--- src/rtl/rst_cause_pkg.sv ---
package rst_cause_pkg;

  // Number of functional bits, kept at the top of the word
  localparam int unsigned NUM_CAUSE = 5;

  // Index of each functional bit within the 5-bit field (word bit = LSB + index)
  localparam int unsigned IDX_BTN_EXT  = 0;
  localparam int unsigned IDX_BTN_POR  = 1;
  localparam int unsigned IDX_SOFT_EXT = 2;
  localparam int unsigned IDX_SOFT_POR = 3;
  localparam int unsigned IDX_POWER_ON = 4;

  typedef logic [NUM_CAUSE-1:0] cause_t;

  // Write-one-to-clear bits: power-on, button power-on, button external
  localparam cause_t W1C_MASK = cause_t'(5'b10011);
  // Write-one-to-set bits: the two soft triggers
  localparam cause_t W1S_MASK = cause_t'(5'b01100);
  // Value loaded on a power-on class reset
  localparam cause_t POR_LOAD = cause_t'(5'b10000);

  typedef enum logic [1:0] {
    BIT_KEEP  = 2'd0,
    BIT_CLEAR = 2'd1,
    BIT_SET   = 2'd2
  } bit_kind_e;

  function automatic bit_kind_e kind_of(input int unsigned idx);
    if (W1C_MASK[idx])      return BIT_CLEAR;
    else if (W1S_MASK[idx]) return BIT_SET;
    else                    return BIT_KEEP;
  endfunction

endpackage

--- src/rtl/rst_cause_decode.sv ---
module rst_cause_decode #(
  parameter int unsigned        ADDR_W    = 16,
  parameter logic [ADDR_W-1:0]  BASE_ADDR = 16'hF020
) (
  input  logic              sel_i,
  input  logic              wr_i,
  input  logic [ADDR_W-3:0] waddr_i,
  output logic              wr_hi_o,
  output logic              rd_hi_o
);

  localparam int unsigned TAG_W = ADDR_W - 3;
  localparam logic [TAG_W-1:0] BASE_TAG = BASE_ADDR[ADDR_W-1:3];

  logic pair_hit;
  logic hi_word;

  always_comb begin
    pair_hit = (waddr_i[ADDR_W-3:1] == BASE_TAG);
    hi_word  = waddr_i[0];
    wr_hi_o  = sel_i & wr_i & pair_hit & hi_word;
    rd_hi_o  = sel_i & ~wr_i & pair_hit & hi_word;
  end

endmodule

--- src/rtl/rst_cause_field.sv ---
module rst_cause_field
  import rst_cause_pkg::*;
(
  input  logic   clk,
  input  logic   rst_n,
  input  logic   sys_rst_i,
  input  logic   por_pend_i,
  input  logic   wr_hi_i,
  input  cause_t wfield_i,
  output cause_t cause_q_o
);

  cause_t cause_q;
  cause_t cause_d;
  logic   cause_en;

  // Per-bit next state, variant chosen by the bit's kind
  for (genvar g = 0; g < NUM_CAUSE; g++) begin : g_bit
    localparam bit_kind_e KIND = kind_of(g);
    always_comb begin
      if (sys_rst_i) begin
        cause_d[g] = por_pend_i ? POR_LOAD[g] : cause_q[g];
      end else if (wr_hi_i) begin
        case (KIND)
          BIT_CLEAR: cause_d[g] = cause_q[g] & ~wfield_i[g];
          BIT_SET:   cause_d[g] = cause_q[g] | wfield_i[g];
          default:   cause_d[g] = cause_q[g];
        endcase
      end else begin
        cause_d[g] = cause_q[g];
      end
    end
  end

  assign cause_en = sys_rst_i | wr_hi_i;

  always_ff @(posedge clk or negedge rst_n) begin
    if (!rst_n) begin
      cause_q <= '0;
    end else if (cause_en) begin
      cause_q <= cause_d;
    end
  end

  assign cause_q_o = cause_q;

endmodule

--- src/rtl/rst_cause_trigger.sv ---
module rst_cause_trigger (
  input  logic clk,
  input  logic rst_n,
  input  logic sys_rst_i,
  input  logic wr_hi_i,
  input  logic soft_por_i,
  input  logic soft_ext_i,
  output logic por_pend_o,
  output logic req_o
);

  logic pend_q, pend_d, pend_en;
  logic req_q, req_d;

  always_comb begin
    pend_en = sys_rst_i | (wr_hi_i & soft_por_i);
    pend_d  = ~sys_rst_i;
    req_d   = ~sys_rst_i & wr_hi_i & (soft_por_i | soft_ext_i);
  end

  always_ff @(posedge clk or negedge rst_n) begin
    if (!rst_n) begin
      pend_q <= 1'b1;
    end else if (pend_en) begin
      pend_q <= pend_d;
    end
  end

  always_ff @(posedge clk or negedge rst_n) begin
    if (!rst_n) begin
      req_q <= 1'b0;
    end else begin
      req_q <= req_d;
    end
  end

  assign por_pend_o = pend_q;
  assign req_o      = req_q;

endmodule

--- src/rtl/rst_cause_reg.sv ---
module rst_cause_reg
  import rst_cause_pkg::*;
#(
  parameter int unsigned       ADDR_W    = 16,
  parameter logic [ADDR_W-1:0] BASE_ADDR = 16'hF020,
  parameter int unsigned       DATA_W    = 32
) (
  input  logic              clk,
  input  logic              rst_n,
  input  logic              sys_rst_i,
  input  logic              sel_i,
  input  logic              wr_i,
  input  logic [ADDR_W-3:0] waddr_i,
  input  logic [DATA_W-1:0] wdata_i,
  output logic [DATA_W-1:0] rdata_o,
  output logic              reset_req_o
);

  localparam int unsigned FIELD_LSB = DATA_W - NUM_CAUSE;

  logic        wr_hi;
  logic        rd_hi;
  logic        por_pend;
  cause_t      wfield;
  cause_t      cause_q;
  logic [DATA_W-1:0] cause_word;

  assign wfield = wdata_i[DATA_W-1:FIELD_LSB];

  rst_cause_decode #(
    .ADDR_W    (ADDR_W),
    .BASE_ADDR (BASE_ADDR)
  ) u_decode (
    .sel_i   (sel_i),
    .wr_i    (wr_i),
    .waddr_i (waddr_i),
    .wr_hi_o (wr_hi),
    .rd_hi_o (rd_hi)
  );

  rst_cause_trigger u_trigger (
    .clk        (clk),
    .rst_n      (rst_n),
    .sys_rst_i  (sys_rst_i),
    .wr_hi_i    (wr_hi),
    .soft_por_i (wfield[IDX_SOFT_POR]),
    .soft_ext_i (wfield[IDX_SOFT_EXT]),
    .por_pend_o (por_pend),
    .req_o      (reset_req_o)
  );

  rst_cause_field u_field (
    .clk        (clk),
    .rst_n      (rst_n),
    .sys_rst_i  (sys_rst_i),
    .por_pend_i (por_pend),
    .wr_hi_i    (wr_hi),
    .wfield_i   (wfield),
    .cause_q_o  (cause_q)
  );

  assign cause_word = {cause_q, {FIELD_LSB{1'b0}}};
  assign rdata_o    = rd_hi ? cause_word : '0;

endmodule

--- config.mk ---
export PLATFORM = sky130hd
export DESIGN_NAME = rst_cause_reg
export DESIGN_NICKNAME = d
export VERILOG_FILES = /design/src/rtl/rst_cause_pkg.sv /design/src/rtl/rst_cause_decode.sv /design/src/rtl/rst_cause_field.sv /design/src/rtl/rst_cause_trigger.sv /design/src/rtl/rst_cause_reg.sv
export SDC_FILE = /design/constraint.sdc
export NUM_CORES = 1
export LEC_CHECK = 0
export ABC_AREA = 0
export CAP_MARGIN = 0
export CORE_ASPECT_RATIO = 1.5
export CORE_UTILIZATION = 26
export CTS_CLUSTER_DIAMETER = 50
export CTS_CLUSTER_SIZE = 40
export DETAILED_ROUTE_END_ITERATION = 10
export PLACE_DENSITY = 0.93
export SYNTH_ARGS = -nofsm -noshare
export SYNTH_HDL_FRONTEND = slang
export SYNTH_SLANG_ARGS = --single-unit
--- constraint.sdc ---
create_clock -name clk -period 1.35 [get_ports clk]
set_input_delay 0.135 -clock clk [delete_from_list [all_inputs] [get_ports clk]]
set_output_delay 0.135 -clock clk [all_outputs]
set_load 0.02 [all_outputs]
=== Word level (Yosys, flattened, before mapping) ===
Index checks and enable logic that the tools add are counted.

* Eq/ne operators: 2
* Mux-type cells: 13
* Bitwise logic cells: 22
* Reduce and logical (&&, ||, !) cells: 2

{| class="wikitable"
|+ Operator list
! cell !! count
|-
| $mux 32 || 1
|-
| $eq 13x13->1 const B || 1
|-
| $and 1x1->1 || 12
|-
| $mux 1 || 12
|-
| $not 1->1 || 5
|-
| $or 1x1->1 || 5
|-
| $reduce_and 3->1 || 1
|-
| $ne 2x1->1 const B || 1
|-
| $reduce_bool 2->1 || 1
|}

* Register bits: 7
* Input bits: 51
* Output and inout port bits: 33
* Logic and storage cells: 42

=== Longest topological paths before layout ===
Gate-level depths: netlist of the first run.

* Depth after elaboration: 5
* Depth in mapped cells: 4

=== By module ===
A second synthesis of the first run with hierarchy kept.

* Cells, all modules: 62
* Area total of the unflattened synthesis: 578.1 um^2

{| class="wikitable"
|+ By module, submodules not included
! module !! instances !! cells each !! area an instance (um^2) !! sequential area each (um^2)
|-
| rst_cause_reg || 1 || 33 || 237.7 || 0.0
|-
| rst_cause_field || 1 || 16 || 198.9 || 125.1
|-
| rst_cause_trigger || 1 || 6 || 76.3 || 51.3
|-
| rst_cause_decode || 1 || 7 || 65.1 || 0.0
|}

=== Worst setup path before layout of the first run ===
Ideal clock, no wire load.

* Path type: input -> output
* Start: input waddr_i[7]
* End: output rdata_o[27]
* Arrival: 1.055 ns
* Setup slack: 0.160 ns
* Stages on the path: 4
* Buffers on the path: 1
* Cells stage by stage: nor4b_2 > nand4_1 > buf_6 > nor3b_2

* Longest elaborated chain between the ends: 4

{| class="wikitable"
|+ Ends and longest elaborated chain
! item !! line !! source
|-
| from (decl) || rst_cause_reg.sv:13 || <nowiki>input logic [ADDR_W-3:0] waddr_i,</nowiki>
|-
| $eq 13x13->1 || rst_cause_decode.sv:19 || <nowiki>pair_hit = (waddr_i[ADDR_W-3:1] == BASE_TAG);</nowiki>
|-
| $and 1x1->1 (2 in a row) || rst_cause_decode.sv:22 || <nowiki>rd_hi_o = sel_i & ~wr_i & pair_hit & hi_word;</nowiki>
|-
| $mux 32 || rst_cause_reg.sv:63 || <nowiki>assign rdata_o = rd_hi ? cause_word : '0;</nowiki>
|-
| to (decl) || rst_cause_reg.sv:15 || <nowiki>output logic [DATA_W-1:0] rdata_o,</nowiki>
|}

Every way passes these cells.

=== Final worst setup path of the first run ===
* Start: register u_trigger.req_q (netlist: u_trigger.req_o)
* End: output reset_req_o

{| class="wikitable"
|+ RTL lines
! item !! line !! source
|-
| from (decl) || rst_cause_trigger.sv:13 || <nowiki>logic req_q, req_d;</nowiki>
|-
| from (signal assigned) || rst_cause_trigger.sv:33 || <nowiki>req_q <= req_d;</nowiki>
|-
| to (decl) || rst_cause_reg.sv:16 || <nowiki>output logic reset_req_o</nowiki>
|}

No word-level cell between the ends.

==> impl_summary.log, run 1 <==
[metrics] minimum clock period: 1.295 ns
[metrics] run status: finished clean
[metrics] count of non-filler cells in the finished layout: 123
[metrics] Post-Route WL: 1.188 mm
[metrics] DRC: 0
[metrics] slowest stage cell, crit path: sky130_fd_sc_hd__clkdlybuf4s50_1
[metrics] Max H-tree Level: 1
[metrics] number of fillers in the final layout: 236
[metrics] Die H: 61.84 µm
[metrics] layout cells sized above 1: 28.00%
[metrics] static leakage power: 0.0003976 µW
[metrics] sum of buffers and inverters on the critical path: 1
[metrics] number of setup buffers added after CTS: 0
[metrics] sequential fraction of the synthesis area: 28.43%
[metrics] Hold Path Class: in -> async
[metrics] main area contributors after synthesis: sky130_fd_sc_hd__buf_4 (33%), sky130_fd_sc_hd__dfrtp_1 (24%), sky130_fd_sc_hd__nor3b_2 (10%)
[metrics] cell count after synthesis: 67
[metrics] dominant cell type by area after synthesis: sky130_fd_sc_hd__buf_4
[metrics] TritonCTS clock tree: yes
[metrics] ratio of total power to cell area: 648.6 nW/µm²
[metrics] final setup skew: 0.0001721 ns
[metrics] number of buffers inserted during clock tree synthesis: 3
[metrics] Die Footprint: 2590 µm²
[metrics] antenna-violating nets left: 0
[metrics] number of warnings issued by yosys: 0
[metrics] area of the core region: 2233 µm²
[metrics] critical path endpoint category: output pin
[metrics] crit-path max FO: 1
[metrics] final setup violation count: 0
[metrics] cell area after placement: 838.3 µm²
[metrics] post-layout util: 37.48%
[metrics] setup_tns: 0 ns
[metrics] drt wl/cell: 9.659 µm
[metrics] # diodes: 0
[metrics] number of hold violations in the final report: 0
[metrics] largest delay contributor family on the critical path: buffers and inverters
[metrics] Largest stage delay, worst path: 0.59 ns
[metrics] upper clock frequency limit: 772.0 MHz
[metrics] count of placed standard cells including taps: 119
[metrics] Maximum Capacitance Violations: 0
[metrics] largest buffer count on any clock path: 2
[metrics] mean instance size in the synthesized netlist: 9.263 µm²
[metrics] clk_lat worst skew: 0.24 ns
[metrics] list of cells traversed by the critical path: clkdlybuf4s50_1
[metrics] Tcrit/Tclk final: 95.95%
[metrics] number of core rows: 21
[metrics] Die X: 41.89 µm
[metrics] Critical Setup Path Class: reg -> out
[metrics] signal arrival time at the worst endpoint: 1.16 ns
[metrics] global router's overall resource usage: 8.359%
[metrics] flops & latches, synth: 7
[metrics] Initial DRT Pass Iterations: 2
[metrics] IR drop worst, VDD: 0.1718 mV
[metrics] number of antenna violations at the first check in global routing: 0
[metrics] Initial Utilization: 27.79%
[metrics] via count of the first global-routing pass: 399
[metrics] final weighted congestion of routability-driven global placement: 0.7878
[metrics] routed via count: 489
[metrics] maximum number of pins on one net before global-route repair: 8
[metrics] Required @ worst endpoint: 1.22 ns
[metrics] total congestion overflow after global routing: 0
[metrics] library cells used by synthesis: 19
[metrics] Avg Vias per Cell: 3.976
[metrics] top-area cell type share of the netlist area: 32.66%
[metrics] kind of start point of the critical path: flop
[metrics] Post-layout nets: 152
[metrics] HPWL after detailed placement: 1.038 mm
[metrics] total standard cell area after synthesis: 620.6 µm²
[metrics] number of hold-repair buffers added at the cts stage: 0
[metrics] max-slew violation count: 0
[metrics] clock-pin slew on the worst setup and hold paths: 0.05 ns
[metrics] first-pass GRT wire length: 1.600 mm
[metrics] Syn-to-layout area delta: 34.88%
[metrics] ports placed on the boundary: 84
[metrics] cell at the root of the clock tree: sky130_fd_sc_hd__clkbuf_4
[metrics] detailed router's first-iteration violation count: 7
[metrics] Non-Filler Cell Area, Final: 837.1 µm²
[metrics] number of port buffers: 29
[metrics] clock net sink count: 7
## per-layer routing
metal	GRT usage [%]	routed length (µm)	up-vias
li1	-	-	233
met1	7.597	372	224
met2	15.85	714	30
met3	1.156	81	2
met4	8.295	19	0
met5	0	0	-
## through the flow
stage                     hold WS, ns  power (µW)  setup WS, ns
final                          0.1492       543.0       0.05469
after floorplan               -0.1606       350.9        0.1595
after CTS                      0.1523       551.4       0.01998
after detailed placement       0.4224       369.8       -0.7335
after global routing           0.1677       571.6      -0.01212
after global placement         0.4054       366.4       -0.6737
## registers in the layout, indices dropped and copies added (netlist names)
signal / flops
u_field.cause_q_o: 5
u_trigger.por_pend_o: 1
u_trigger.req_o: 1
## cells in the final DEF, fill, tap and decap left out, drive strengths merged
cell type	instances
conb	27
buf	11
nand2	10
clkdlybuf4s50	9
nor3b	6
dfrtp	6
clkbuf	6
dlygate4sd2	5
clkdlybuf4s15	4
nor4b	2
inv	2
o21ba	2
o21ai	2
and4	1
nand4	1
nor3	1
nor2	1
and2b	1
o22ai	1
a2bb2oi	1
dfstp	1
## final timing paths
kind | startpoint | to | slack, ns | cells past startpoint
setup / recovery | u_trigger.req_o$_DFF_PN0_ | reset_req_o | 0.05 | 1
hold / removal | rst_n | u_trigger.req_o$_DFF_PN0_ | 0.15 | 1
setup reg to reg | u_trigger.por_pend_o$_DFFE_PN1P_ | u_field.cause_q_o[1]$_DFFE_PN0P_ | 0.35 | 3
hold reg to reg | u_field.cause_q_o[2]$_DFFE_PN0P_ | u_field.cause_q_o[2]$_DFFE_PN0P_ | 0.48 | 2
max in group asynchronous | rst_n | u_trigger.por_pend_o$_DFFE_PN1P_ | 0.91 | 1
min in group clk | waddr_i[8] | u_field.cause_q_o[1]$_DFFE_PN0P_ | 0.43 | 5
## layout make-up
type | instances | area (µm²) | share of cell area [%]
inverter | 2 | 7.507 | 0.8969
tap | 23 | 28.78 | 3.438
multi-input combinational | 56 | 342.8 | 40.96
sequential | 7 | 176.4 | 21.08
timing repair buffer | 31 | 255.2 | 30.49
clock buffer | 4 | 26.28 | 3.139
## cell families (layout without fill, tap and decap cells)
kind of cell | count (synthesis) | count (layout) | share of synthesized area, %
buffers and inverters | 30 | 37 | 35.69
AO/OA/AOI/OAI | 6 | 6 | 7.259
flip-flops | 7 | 7 | 28.43
other | 1 | 27 | 0.6043
AND/OR/NAND/NOR | 23 | 23 | 28.03
## synth_stat cells (all sizes together)
| cell | instances |
|---|---|
| nor4b | 2 |
| dfrtp | 6 |
| dfstp | 1 |
| nand2 | 10 |
| nor3b | 6 |
| o21ba | 2 |
| o21ai | 2 |
| and4 | 1 |
| and2b | 1 |
| inv | 2 |
| nand4 | 1 |
| buf | 28 |
| o22ai | 1 |
| conb | 1 |
| a2bb2oi | 1 |
| nor3 | 1 |
| nor2 | 1 |
## power by group
group / switching, µW / leakage, µW / total, µW / internal, µW
Clock: 73.7 / 0.0000150 / 186 / 113
Combinational: 95.0 / 0.000294 / 146 / 51.3
Sequential: 0.0138 / 0.0000889 / 210 / 210
## what timing repair did
item | in CTS | in global routing
gates cloned | 0 | 0
resized for setup | 53 | 9
setup endpoints to repair | 6 | 4
pin swaps | 6 | 5
Power figures use the tool's default switching activity.
==> run 2, diff against run 1 <==
--- a/config.mk
+++ b/config.mk
@@ -13,6 +13,7 @@
 export CTS_CLUSTER_SIZE = 40
 export DETAILED_ROUTE_END_ITERATION = 10
 export PLACE_DENSITY = 0.93
+export SETUP_SLACK_MARGIN = 0.3
 export SYNTH_ARGS = -nofsm -noshare
 export SYNTH_HDL_FRONTEND = slang
 export SYNTH_SLANG_ARGS = --single-unit
==> run 2 against run 1 <==
  * Design area is 14% higher
  * Wire length is 0.42% lower
  * Combinational power is 9% higher
  * Die area is the same
  * Worst hold slack got worse by 0.014 ns
  * Clock-buffer cell count is the same
  * Highest routed layer unchanged
  * Core utilization grew 5.1 points
  * Total power grew 2.5%
  * Sequential power about the same
  * Setup slack improved by 0.057 ns
  * Clock power about the same
==> impl_summary.log, run 2 (synthesis gave the netlist of run 1 again) <==
[metrics] critical path endpoint category: output pin
[metrics] flip-flop count of the largest register, all copies and words added: 5
[metrics] via count of the first global-routing pass: 487
[metrics] HPWL after detailed placement: 980.1 µm
[metrics] antenna-violating nets left: 0
[metrics] Max H-tree Level: 1
[metrics] number of buffers inserted during clock tree synthesis: 3
[metrics] count of placed standard cells including taps: 120
[metrics] Die H: 61.84 µm
[metrics] Die X: 41.89 µm
[metrics] clk_lat worst skew: 0.25 ns
[metrics] final setup violation count: 0
[metrics] routed via count: 505
[metrics] number of core rows: 21
[metrics] kind of start point of the critical path: input port
[metrics] minimum clock period: 1.239 ns
[metrics] Largest stage delay, worst path: 0.25 ns
[metrics] post-layout util: 42.58%
[metrics] Tcrit/Tclk final: 91.75%
[metrics] number of port buffers: 29
[metrics] signal arrival time at the worst endpoint: 1.10 ns
[metrics] number of fillers in the final layout: 215
[metrics] cell at the root of the clock tree: sky130_fd_sc_hd__clkbuf_4
[metrics] commonest non-fill, non-tap cell in the layout: sky130_fd_sc_hd__conb_1
[metrics] layout cells sized above 1: 35.92%
[metrics] sum of internal, switching and leakage power: 556.3 µW
[metrics] list of cells traversed by the critical path: buf_6, nor4b_4, nand4_1, buf_6, nor3b_4, buf_6
[metrics] ports placed on the boundary: 84
[metrics] Initial DRT Pass Iterations: 4
[metrics] hold slack: 0.1348 ns
[metrics] DRC: 0
[metrics] max-slew violation count: 0
[metrics] slowest stage cell, crit path: sky130_fd_sc_hd__nor4b_4
[metrics] number of hold-repair buffers added at the cts stage: 0
[metrics] Syn-to-layout area delta: 53.23%
[metrics] number of antenna violations at the first check in global routing: 0
[metrics] global router's overall resource usage: 10.07%
[metrics] final setup skew: 0.001594 ns
[metrics] # diodes: 0
[metrics] Die Footprint: 2590 µm²
[metrics] drt wl/cell: 9.389 µm
[metrics] first-pass GRT wire length: 1.911 mm
[metrics] detailed router's first-iteration violation count: 2
[metrics] most frequent cells in the layout: sky130_fd_sc_hd__conb_1 (27), sky130_fd_sc_hd__nand2_1 (10), sky130_fd_sc_hd__buf_6 (10), sky130_fd_sc_hd__clkdlybuf4s50_1 (7), sky130_fd_sc_hd__dfrtp_1 (6)
[metrics] total congestion overflow after global routing: 0
[metrics] run status: finished clean
[metrics] TritonCTS clock tree: yes
[metrics] Critical Setup Path Class: in -> out
[metrics] number of hold violations in the final report: 0
[metrics] Avg Vias per Cell: 4.008
[metrics] static leakage power: 0.0004728 µW
[metrics] upper clock frequency limit: 807.4 MHz
[metrics] Post-Route WL: 1.183 mm
[metrics] clock net sink count: 7
[metrics] clock-pin slew on the worst setup and hold paths: 0.05 ns
[metrics] Required @ worst endpoint: 1.22 ns
[metrics] Post-layout nets: 155
[metrics] maximum number of pins on one net before global-route repair: 8
[metrics] Maximum Capacitance Violations: 0
[metrics] area of the core region: 2233 µm²
[metrics] largest buffer count on any clock path: 2
[metrics] IR drop worst, VDD: 0.2745 mV
[metrics] final weighted congestion of routability-driven global placement: 0.6731
[metrics] count of non-filler cells in the finished layout: 126
[metrics] Hold Path Class: in -> async
[metrics] Initial Utilization: 27.79%
[metrics] crit-path max FO: 6
[metrics] most numerous cell on the critical path: sky130_fd_sc_hd__buf_6
[metrics] ratio of total power to cell area: 585.1 nW/µm²
[metrics] RSZ-0062 raised after global routing: true
==> run 2: layout make-up <==
cell class	instances	area (µm²)	area share (%)
Sequential cell	7	176.4	18.55
Tap cell	23	28.78	3.026
Inverter	2	7.507	0.7895
Timing Repair Buffer	34	331.6	34.87
Multi-Input combinational cell	56	380.4	40.00
Clock buffer	4	26.28	2.763
==> run 2: final timing paths <==
path / from / to / slack, ns / cells after the start
setup / recovery: waddr_i[1] / rdata_o[29] / 0.11 / 6
hold / removal: rst_n / u_field.cause_q_o[2]$_DFFE_PN0P_ / 0.13 / 1
setup reg to reg: u_trigger.por_pend_o$_DFFE_PN1P_ / u_field.cause_q_o[1]$_DFFE_PN0P_ / 0.35 / 3
hold reg to reg: u_trigger.por_pend_o$_DFFE_PN1P_ / u_trigger.por_pend_o$_DFFE_PN1P_ / 0.49 / 2
max in group asynchronous: rst_n / u_trigger.por_pend_o$_DFFE_PN1P_ / 0.94 / 1
min in group clk: wdata_i[27] / u_field.cause_q_o[0]$_DFFE_PN0P_ / 0.49 / 3
==> run 2: through the flow <==
| step | cell area, µm² | setup TNS [ns] | worst slack (ns) |
|---|---|---|---|
| after global placement | 898.4 | -5.268 | -0.7352 |
| after global routing | 950.9 | 0 | 0.007122 |
| after CTS | 925.9 | 0 | 0.08281 |
| final | 950.9 | 0 | 0.1114 |
| after floorplan | 758.2 | 0 | 0.2036 |
| after detailed placement | 898.4 | -5.538 | -0.7475 |
==> run 2: worst max-delay path: cells and delay by family <==
family / cells / cell delay [ns]
buffers and inverters: 3 / 0.41
AND/OR/NAND/NOR: 3 / 0.56
==> run 2: where the power goes <==
group / total, µW / internal [µW] / switching (µW)
clock network: 187 / 113 / 74.0
registers: 210 / 210 / 0.0142
logic: 159 / 61.2 / 98.1
==> run 2: repair_timing <==
action	4_1_cts	5_1_grt
buffers inserted	0	2
pin swaps	7	7
endpoints found under the setup margin	13	13
resized for setup	75	7
==> run 2: metal layers <==
| metal | up-vias | GRT usage [%] | share of wire [%] |
|---|---|---|---|
| met2 | 49 | 21.65 | 59 |
| met1 | 215 | 7.584 | 26 |
| met5 | - | 0 | 0 |
| li1 | 239 | - | - |
| met4 | 0 | 6.912 | 1.2 |
| met3 | 2 | 2.601 | 14 |
